--- config.mk ---
export PLATFORM = sky130hd
export DESIGN_NAME = dsmem_route
export DESIGN_NICKNAME = d
export VERILOG_FILES = /design/src/rtl/dsmem_pkg.sv /design/src/rtl/dsmem_ea.sv /design/src/rtl/dsmem_decode.sv /design/src/rtl/dsmem_policy.sv /design/src/rtl/dsmem_route.sv
export SDC_FILE = /design/constraint.sdc
export NUM_CORES = 1
export LEC_CHECK = 0
export BUFFER_PORTS_ARGS = -buffer_cell sky130_fd_sc_hd__buf_2
export CAP_MARGIN = 20
export CORE_UTILIZATION = 43
export CTS_BUF_LIST = sky130_fd_sc_hd__clkbuf_4
export CTS_CLUSTER_SIZE = 12
export DETAILED_ROUTE_END_ITERATION = 7
export HOLD_SLACK_MARGIN = 0.1
export PLACE_DENSITY = 0.8
export SLEW_MARGIN = 20
export SYNTH_ARGS = -nofsm -noshare
export SYNTH_HDL_FRONTEND = slang
export SYNTH_SLANG_ARGS = --single-unit
--- constraint.sdc ---
create_clock -name clk -period 1.8 [get_ports clk]
set_input_delay 0.36 -clock clk [delete_from_list [all_inputs] [get_ports clk]]
set_output_delay 0.36 -clock clk [all_outputs]
set_load 0.01 [all_outputs]
--- src/rtl/dsmem_pkg.sv ---
package dsmem_pkg;

  // Region code carried on rsp_rgn
  typedef enum logic [1:0] {
    RGN_SFR  = 2'b00,
    RGN_X    = 2'b01,
    RGN_Y    = 2'b10,
    RGN_NONE = 2'b11
  } rgn_e;

  // Per-access result before the output register
  typedef struct packed {
    logic valid;
    rgn_e rgn;
    logic zero;
    logic trap;
  } rsp_flags_s;

  localparam int NUM_RANGES = 3;  // SFR, X, Y

endpackage

--- src/rtl/dsmem_ea.sv ---
module dsmem_ea #(
  parameter int AW     = 16,
  parameter int NEAR_W = 13
) (
  input  logic          near,
  input  logic [AW-1:0] addr,
  output logic [AW-1:0] ea
);

  localparam int PAD_W = AW - NEAR_W;

  // Direct accesses carry only a short absolute field; widen it with zeros
  always_comb begin
    if (near) ea = {{PAD_W{1'b0}}, addr[NEAR_W-1:0]};
    else      ea = addr;
  end

endmodule

--- src/rtl/dsmem_decode.sv ---
module dsmem_decode import dsmem_pkg::*; #(
  parameter int            AW      = 16,
  parameter logic [AW-1:0] SFR_TOP = AW'('h07FF),
  parameter logic [AW-1:0] XLO     = AW'('h0800),
  parameter logic [AW-1:0] XHI     = AW'('h17FF),
  parameter logic [AW-1:0] YLO     = AW'('h1800),
  parameter logic [AW-1:0] YHI     = AW'('h27FF)
) (
  input  logic [AW-1:0] ea,
  output rgn_e          rgn
);

  logic [NUM_RANGES-1:0] hit;

  // One window comparator per implemented range; offset compare wraps
  // below the lower bound, so one unsigned test covers both limits.
  for (genvar i = 0; i < NUM_RANGES; i++) begin : g_rng
    localparam logic [AW-1:0] LO = (i == 0) ? '0      : (i == 1) ? XLO : YLO;
    localparam logic [AW-1:0] HI = (i == 0) ? SFR_TOP : (i == 1) ? XHI : YHI;
    localparam logic [AW-1:0] SPAN = HI - LO;
    logic [AW-1:0] off;
    assign off    = ea - LO;
    assign hit[i] = (off <= SPAN);
  end

  always_comb begin
    rgn = RGN_NONE;
    if (hit[2]) rgn = RGN_Y;
    if (hit[1]) rgn = RGN_X;
    if (hit[0]) rgn = RGN_SFR;
  end

endmodule

--- src/rtl/dsmem_policy.sv ---
module dsmem_policy import dsmem_pkg::*; #(
  parameter int            PW  = 4,
  parameter logic [PW-1:0] XP0 = PW'(8),
  parameter logic [PW-1:0] XP1 = PW'(9),
  parameter logic [PW-1:0] YP0 = PW'(10),
  parameter logic [PW-1:0] YP1 = PW'(11)
) (
  input  logic          valid,
  input  logic          dsp,
  input  logic          wr,
  input  logic [PW-1:0] ptr,
  input  rgn_e          rgn,
  output rsp_flags_s    flags
);

  logic x_port;
  logic y_port;
  logic split_rd;

  assign x_port   = (ptr == XP0) || (ptr == XP1);
  assign y_port   = (ptr == YP0) || (ptr == YP1);
  assign split_rd = dsp && !wr;

  always_comb begin
    flags       = '0;
    flags.rgn   = RGN_SFR;
    if (valid) begin
      flags.valid = 1'b1;
      flags.rgn   = rgn;
      if (split_rd) begin
        if (!x_port && !y_port) begin
          flags.trap = 1'b1;
        end else if (rgn == RGN_NONE) begin
          flags.trap = 1'b1;
        end else if (x_port) begin
          // X port sees SFR and X; Y returns zero
          flags.zero = (rgn == RGN_Y);
        end else begin
          // Y port sees only Y
          flags.zero = (rgn != RGN_Y);
        end
      end
    end
  end

endmodule

--- src/rtl/dsmem_route.sv ---
module dsmem_route import dsmem_pkg::*; #(
  parameter int            AW      = 16,
  parameter int            NEAR_W  = 13,
  parameter int            PW      = 4,
  parameter logic [AW-1:0] SFR_TOP = AW'('h07FF),
  parameter logic [AW-1:0] XLO     = AW'('h0800),
  parameter logic [AW-1:0] XHI     = AW'('h17FF),
  parameter logic [AW-1:0] YLO     = AW'('h1800),
  parameter logic [AW-1:0] YHI     = AW'('h27FF),
  parameter logic [PW-1:0] XP0     = PW'(8),
  parameter logic [PW-1:0] XP1     = PW'(9),
  parameter logic [PW-1:0] YP0     = PW'(10),
  parameter logic [PW-1:0] YP1     = PW'(11)
) (
  input  logic          clk,
  input  logic          rst,
  input  logic          acc_valid,
  input  logic [PW-1:0] acc_ptr,
  input  logic          acc_dsp,
  input  logic          acc_wr,
  input  logic          acc_near,
  input  logic [AW-1:0] acc_addr,
  output logic          rsp_valid,
  output logic [1:0]    rsp_rgn,
  output logic          rsp_zero,
  output logic          rsp_trap,
  output logic [AW-1:0] rsp_addr
);

  // Elaboration-time map check: ranges ordered and disjoint
  localparam bit MAP_OK = (SFR_TOP < XLO) && (SFR_TOP < YLO) &&
                          (XLO <= XHI) && (YLO <= YHI) &&
                          ((XHI < YLO) || (YHI < XLO)) &&
                          (NEAR_W < AW);

  if (!MAP_OK) begin : g_bad_map
    $error("dsmem_route: region parameters overlap or are out of order");
  end

  logic [AW-1:0] ea;
  rgn_e          rgn;
  rsp_flags_s    flags_d;
  rsp_flags_s    flags_q;
  logic [AW-1:0] addr_q;

  dsmem_ea #(.AW(AW), .NEAR_W(NEAR_W)) u_ea (
    .near (acc_near),
    .addr (acc_addr),
    .ea   (ea)
  );

  dsmem_decode #(
    .AW(AW), .SFR_TOP(SFR_TOP), .XLO(XLO), .XHI(XHI), .YLO(YLO), .YHI(YHI)
  ) u_dec (
    .ea  (ea),
    .rgn (rgn)
  );

  dsmem_policy #(
    .PW(PW), .XP0(XP0), .XP1(XP1), .YP0(YP0), .YP1(YP1)
  ) u_pol (
    .valid (acc_valid),
    .dsp   (acc_dsp),
    .wr    (acc_wr),
    .ptr   (acc_ptr),
    .rgn   (rgn),
    .flags (flags_d)
  );

  // Output stage aligns the flags with the one-cycle RAM read
  always_ff @(posedge clk) begin
    if (rst) begin
      flags_q <= '0;
      addr_q  <= '0;
    end else begin
      flags_q <= flags_d;
      addr_q  <= acc_valid ? ea : '0;
    end
  end

  assign rsp_valid = flags_q.valid;
  assign rsp_rgn   = flags_q.rgn;
  assign rsp_zero  = flags_q.zero;
  assign rsp_trap  = flags_q.trap;
  assign rsp_addr  = addr_q;

endmodule

== Yosys cells after proc, flatten, opt, wreduce, memory -nomap -nowiden ==
Index checks and enable logic that the tools add are counted.

* Bits in registers: 21
* Input port bits: 26
* Output and inout bits: 21
* Logic and storage cells: 40

* Add/sub/neg operators: 2
* $lt $le $gt $ge: 3
* Equal/unequal tests: 7
* Mux-type cells: 11
* Bitwise operators: 2
* Reductions and logical operators: 10

{| class="wikitable"
|+ Operator list
! operator !! count
|-
| 16-bit by 12-bit less-or-equal comparator with 1-bit output, second input constant || 2
|-
| 4-bit == test, second input constant || 4
|-
| 16-bit by 11-bit less-or-equal comparator with 1-bit output, second input constant || 1
|-
| 16-bit 2-to-1 mux || 1
|-
| 16-bit by 12-bit subtractor with 16-bit output, second input constant || 1
|-
| 16-bit by 13-bit subtractor with 16-bit output, second input constant || 1
|-
| 1-bit 2-to-1 mux || 6
|-
| 2-bit 2-to-1 mux || 3
|-
| 5-bit 2-to-1 mux || 1
|-
| 5-bit OR reduction || 1
|-
| 2-bit == test, second input constant || 2
|-
| 1-bit zero test || 3
|-
| 3-bit OR reduction || 1
|-
| 1-bit logical AND || 2
|-
| 1-bit logical OR || 2
|-
| 2-bit != test, second input constant || 1
|-
| 1-bit NOT || 2
|-
| 2-bit OR reduction || 1
|}

== Depth between registers and ports, before layout ==
Gate-level depths: netlist of run 1.

* Word-level depth: 12
* Gate-level depth with buffers: 6
* Depth with buffers taken out: 6

== Cells and area by module ==
A second synthesis of run 1 with hierarchy kept.

* Cells, all modules: 92
* Area total of the unflattened synthesis: 953.4 sq um

{| class="wikitable"
|+ Modules (own cells, without submodules)
! module !! instances !! cells each !! area each (sq um) !! seq. area each (sq um)
|-
| dsmem_route || 1 || 45 || 626.9 || 420.4
|-
| dsmem_decode || 1 || 20 || 135.1 || 0.0
|-
| dsmem_ea || 1 || 16 || 116.4 || 0.0
|-
| dsmem_policy || 1 || 11 || 75.1 || 0.0
|}

== Worst setup path before layout of run 1 ==
No wires, ideal clock.

* Path type: input-to-reg
* Start point: input port acc_addr[11]
* End point: register flags_q (netlist bit rsp_trap)
* Library setup time: 134 ps
* Arrival time: 1395 ps
* Data required time: 1666 ps
* Path slack: 272 ps
* Cell stages on the path: 6
* Buffers on the path: 0
* Cells stage by stage: inv_1 -> ha_1 -> nor2b_1 -> a211oi_2 -> o31ai_2 -> a211oi_2

* Longest elaborated chain between the ends: 9
* Elaborated cells on any way between the ends: 12
* Those cells by class: add/sub (2); order compare (3); eq/ne (1); mux (6)

{| class="wikitable"
|+ RTL lines
! element !! line !! source
|-
| start, declared || dsmem_route.sv:22 || <nowiki>input logic [AW-1:0] acc_addr,</nowiki>
|-
| 16-bit 2-to-1 mux * || dsmem_ea.sv:14 || <nowiki>if (near) ea = {{PAD_W{1'b0}}, addr[NEAR_W-1:0]};</nowiki>
|-
| 16-bit by 13-bit subtractor with 16-bit output || dsmem_decode.sv:22 || <nowiki>assign off = ea - LO;</nowiki>
|-
| 16-bit by 12-bit less-or-equal comparator with 1-bit output || dsmem_decode.sv:23 || <nowiki>assign hit[i] = (off <= SPAN);</nowiki>
|-
| 1-bit 2-to-1 mux || dsmem_decode.sv:28 || <nowiki>if (hit[2]) rgn = RGN_Y;</nowiki>
|-
| 2-bit 2-to-1 mux || dsmem_decode.sv:29 || <nowiki>if (hit[1]) rgn = RGN_X;</nowiki>
|-
| 2-bit 2-to-1 mux * || dsmem_decode.sv:30 || <nowiki>if (hit[0]) rgn = RGN_SFR;</nowiki>
|-
| 2-bit == test * || dsmem_policy.sv:33 || <nowiki>end else if (rgn == RGN_NONE) begin</nowiki>
|-
| 1-bit 2-to-1 mux * || dsmem_policy.sv:33 ||
|-
| 1-bit 2-to-1 mux * || dsmem_policy.sv:31 || <nowiki>if (!x_port && !y_port) begin</nowiki>
|-
| end signal, assigned || dsmem_route.sv:76 || <nowiki>flags_q <= flags_d;</nowiki>
|-
| end, declared || dsmem_route.sv:43 || <nowiki>rsp_flags_s flags_q;</nowiki>
|}

Every way passes the cells marked *; elsewhere a longest branch is shown, timed or not.
A chain may end at the register's enable or synchronous reset.

== Final worst setup path of run 1 ==
Same ends and word-level chain as after synthesis.

==> impl_metrics.csv, run 1 <==
group,metric,value,unit
run_status,outcome,"finished clean",
logic_synthesis,synth-seq-cells,21,
grt,grt_pass1_wl,2660,µm
min_path,min_path_type,"in2reg",
detailed_routing,drtIter0Drc,14,
cts,htree_levels,1,
grt,grt_util_met1,0.212,
timing,finalCritPeriodShare,0.823,
cts,cts_tree,"yes",
place,place_inst,148,
logic_synthesis,synth_cell_types,27,
timing,hold_ws,266,ps
cells_and_area,num-fill-cells,145,
detailed_routing,first_pass_iters,4,
detailed_routing,routed_wl,1590,µm
cts,ctsResizeCount,0,
setup_path,worstPathRequired,1970,ps
cells_and_area,syn_to_final_growth,39.0,%
floorplan,core-area,1710,µm²
logic_synthesis,syn_area_per_cell,10.3,µm²
logic_synthesis,synth_nets,104,
logic_synthesis,syn_area,783,µm²
grt,grt_busiest_layer,"met2",
setup_path,worst_setup_path_end_kind,"register",
cts,clkSinkCount,21,
floorplan,fp.dieH,44.7,µm
grt,grt_max_degree,16,
timing,setup_tns,0,ps
grt,antenna_found_initial,0,
detailed_routing,routedWlPerCell,10.4,µm
setup_path,critPathLaunch,"acc_addr[11]",
timing,period_minus_slack,1480,ps
place,dpl.hpwl,1250,µm
cells_and_area,finalNonFillerCells,152,
floorplan,io_pins,47,
grt,use_met3,0.0449,
cells_and_area,multi_input_area,337,µm²
cells_and_area,seqCellArea,420,µm²
min_path,whs_path_depth,2,
timing,setup_viol,0,
grt,use_met2,0.312,
grt,grt_overflow,0,
place,place_congestion,0.909,
place,place_ws,23.7,ps
timing,hold_viol,0,
flow_run,cap_violations,0,
timing,worstMarginPinSlew,336,ps
cells_and_area,layout_commonest_cell,"buf_2",
detailed_routing,drc,0,
setup_path,slowest_delay,350,ps
cts,clk_pin_slew,100,ps
floorplan,rows,15,
logic_synthesis,async_reset_ff_frac,0,
logic_synthesis,synth_seq_area_share,0.537,
cells_and_area,drive_gt1_frac,0.449,
detailed_routing,drtAntennaViolNets,0,
logic_synthesis,synth_cells,76,
pwr,peakVddDrop,274,µV
cts,cts.path.max_buffers,2,
timing,grt_setup_unrepaired,"no",
cts,clockRootBuffer,"clkbuf_4",
setup_path,arrival,1650,ps
pwr,powerDensity,762,nW/µm²
floorplan,die_x,44.7,µm
logic_synthesis,yosysWarnings,0,
min_path,worstHoldStart,"acc_addr[9]",
cells_and_area,mostFrequentLayoutCells,"buf_2, dfxtp_1, and2_1",
floorplan,initial_utilization,0.459,
timing,max_slew_margin,0.774,
cells_and_area,fin_nets,156,
floorplan,die_area,2000,µm²
grt,gr-usage-all-layers,0.184,
place,portBuffers,45,
setup_path,startpoint_type,"input pin",
setup_path,crit_slowest_cell,"o31ai_2",
cts,postCtsHoldBufs,0,
logic_synthesis,synth_edf_count,0,
timing,fmax,675,MHz
pwr,power.leakage,0.575,nW
cts,cts_buffers,3,
setup_path,critPathMaxFanout,3,
setup_path,path_cells,"buf_2 -> inv_1 -> ha_1 -> nor2b_1 -> a211oi_1 -> o31ai_2 -> a211oi_2",
detailed_routing,vias_per_cell,4.72,
timing,maxSlewViolCount,0,
cts,postCtsSetupBuffers,0,
min_path,holdPathEnd,"rsp_addr[9]",
grt,first_global_vias,609,
timing,layout_setup_ws,319,ps
detailed_routing,dr_total_vias,718,
logic_synthesis,synth_ff_type,"dfxtp_1",
setup_path,critPathKind,"in2reg",
cells_and_area,n_antenna_cell,0,
[per-stage QoR]
step / util / cell area (µm²) / power, mW
finish: 0.637 / 1090 / 0.830
global route: 0.637 / 1090 / 0.884
CTS: 0.637 / 1090 / 0.841
detailed placement: 0.620 / 1060 / 0.619
global placement: 0.620 / 1060 / 0.614
floorplan: - / 783 / 0.554
[worst max-delay path by stage]
stage	to	slack (ps)	cells after the start
2_1_floorplan	rsp_trap	270	6
3_3_place_gp	rsp_trap	70	7
3_5_place_dp	rsp_trap	20	7
4_1_cts	rsp_trap	340	7
5_1_grt	rsp_trap	180	7
6_report	rsp_trap	320	7
[layer usage]
metal	routed length, µm	part of all wire	vias to the layer above
li1	-	-	366
met1	636	0.40	318
met2	799	0.50	32
met3	137	0.086	2
met4	12	0.0076	0
met5	0	0	-
[report_power, final]
group / switching, mW / total (mW) / internal, mW
Sequential: 0.00398 / 0.486 / 0.482
Combinational: 0.0635 / 0.121 / 0.0579
Clock: 0.121 / 0.222 / 0.101
[area by class of cell]
cell class / instances / area share
well taps: 25 / 0.0287
inverters: 6 / 0.0207
clock buffers: 4 / 0.0276
multi-input cells: 48 / 0.309
repair buffers: 48 / 0.228
flip-flops and latches: 21 / 0.386
[cell families (layout without fill, tap and decap cells)]
kind of cell	count (synthesis)	in the layout	synth area share
simple gates	32	32	0.230
compound gates	14	14	0.168
buf+inv	7	58	0.0335
fa+ha+maj	2	2	0.0319
flops	21	21	0.537
[worst max-delay path: cells and delay by family]
family / cells / cell delay [ps]
AO/OA/AOI/OAI: 3 / 610
adder cells (fa/ha/maj): 1 / 300
buffers and inverters: 2 / 130
AND/OR/NAND/NOR: 1 / 250
[synthesized netlist by cell type (all sizes together) (2+ instances only)]
cell	n	area [µm²]
dfxtp	21	420
a211oi	3	32.5
nor2	6	22.5
inv	6	22.5
nor3	3	15.0
or3	2	12.5
o21ai	2	10.0
nor2b	2	12.5
and3	3	18.8
and2	11	68.8
ha	2	25.0
nand2b	2	12.5
o31ai	2	20.0
[sequential cells by signal (all words and copies together) (netlist names)]
| name | cells |
|---|---|
| rsp_addr | 16 |
| rsp_rgn | 2 |
| rsp_trap | 1 |
| rsp_valid | 1 |
| rsp_zero | 1 |
(Power assumes the default switching activity.)
==> run 2: changes to the inputs <==
Clock period 1.8 ns to 1.5 ns, I/O delays scaled along.
==> impl_metrics.csv, run 2 (synthesis gave the netlist of run 1 again) <==
group,metric,value,unit
cells_and_area,drive_gt1_frac,0.474,
detailed_routing,dr_total_vias,734,
place,dpl.hpwl,1330,µm
place,place_inst,154,
detailed_routing,drc,0,
cells_and_area,mostFrequentLayoutCells,"buf_2, dfxtp_1, and2_1",
run_status,outcome,"finished clean",
setup_path,arrival,1550,ps
pwr,peakVddDrop,337,µV
cts,ctsResizeCount,0,
setup_path,crit_slowest_cell,"o31ai_2",
grt,gr-usage-all-layers,0.177,
timing,fmax,720,MHz
floorplan,rows,15,
place,place_congestion,0.915,
pwr,power.leakage,0.604,nW
grt,grt_overflow,0,
detailed_routing,vias_per_cell,4.65,
setup_path,worst_setup_path_end_kind,"register",
floorplan,core-area,1710,µm²
detailed_routing,drtIter0Drc,7,
cells_and_area,syn_to_final_growth,44.7,%
timing,worstMarginPinSlew,349,ps
pwr,powerDensity,892,nW/µm²
timing,max_slew_margin,0.767,
timing,finalCritPeriodShare,0.925,
timing,maxSlewViolCount,0,
cells_and_area,fin_nets,162,
setup_path,critPathKind,"in2reg",
min_path,min_path_type,"in2reg",
cts,cts_buffers,3,
floorplan,die_area,2000,µm²
timing,period_minus_slack,1390,ps
cells_and_area,layout_commonest_cell,"buf_2",
timing,hold_viol,0,
cells_and_area,finalNonFillerCells,158,
setup_path,path_cells,"buf_2 -> inv_1 -> ha_1 -> nor2b_1 -> a211oi_2 -> o31ai_2 -> a211oi_2",
grt,grt_pass1_wl,2570,µm
detailed_routing,first_pass_iters,4,
cts,clkSinkCount,21,
timing,grt_setup_unrepaired,"no",
cells_and_area,n_antenna_cell,0,
grt,antenna_found_initial,0,
setup_path,critPathMaxFanout,3,
detailed_routing,routedWlPerCell,10.2,µm
cts,postCtsSetupBuffers,0,
setup_path,worstPathRequired,1660,ps
grt,first_global_vias,639,
flow_run,cap_violations,0,
place,portBuffers,45,
floorplan,fp.dieH,44.7,µm
setup_path,critPathLaunch,"acc_addr[11]",
setup_path,worst_path_most_repeated_cell,"a211oi_2",
setup_path,crit_family,"compound AO/OA/AOI/OAI gates",
cts,htree_levels,1,
cts,clk_pin_slew,110,ps
setup_path,worstPathBufferInverterCount,2,
cts,clockRootBuffer,"clkbuf_4",
detailed_routing,routed_wl,1620,µm
floorplan,initial_utilization,0.459,
cts,cts.path.max_buffers,2,
timing,setup_viol,0,
cts,postCtsHoldBufs,0,
setup_path,startpoint_type,"input pin",
floorplan,die_x,44.7,µm
detailed_routing,drtAntennaViolNets,0,
floorplan,io_pins,47,
min_path,worstHoldStart,"acc_addr[4]",
setup_path,slowest_delay,370,ps
timing,setup_tns,0,ps
grt,grt_max_degree,16,
pwr,p_total,1.01,mW
cts,cts_tree,"yes",
cells_and_area,largest_reg_flops,16,
run 2: power breakdown:
part	switching (mW)	leakage [nW]	total, mW	internal (mW)
clock network	0.146	0.0184	0.268	0.121
registers	0.00431	0.172	0.583	0.579
logic	0.0800	0.413	0.160	0.0804
run 2: path summary, 6_finish.rpt:
path                  cells after the start     endpoint  slack [ps]
worst max-delay path                      7     rsp_trap         110
worst min-delay path                      2  rsp_addr[4]         210
run 2: layout make-up:
type	instances	area [µm²]
Clock buffer	4	30.0
Fill cell	160	574
Inverter	6	22.5
Multi-Input combinational cell	48	337
Sequential cell	21	420
Tap cell	25	31.3
Timing Repair Buffer	54	293
run 2: per-layer routing:
metal  track usage  wire length, µm  vias up
met5             0                0        -
met4        0.0788               12        0
met3        0.0408              129        2
met2         0.332              817       28
met1         0.185              658      324
li1              -                -      380
run 2: through the flow:
step                       util  hold WS [ps]  setup slack, ps  cell area [µm²]
after floorplan               -           379             31.7              783
after global placement    0.646           500             -130             1100
after detailed placement  0.646           505             -222             1100
after CTS                 0.664           204              106             1130
after global routing      0.664           191             15.1             1130
final                     0.664           206              112             1130
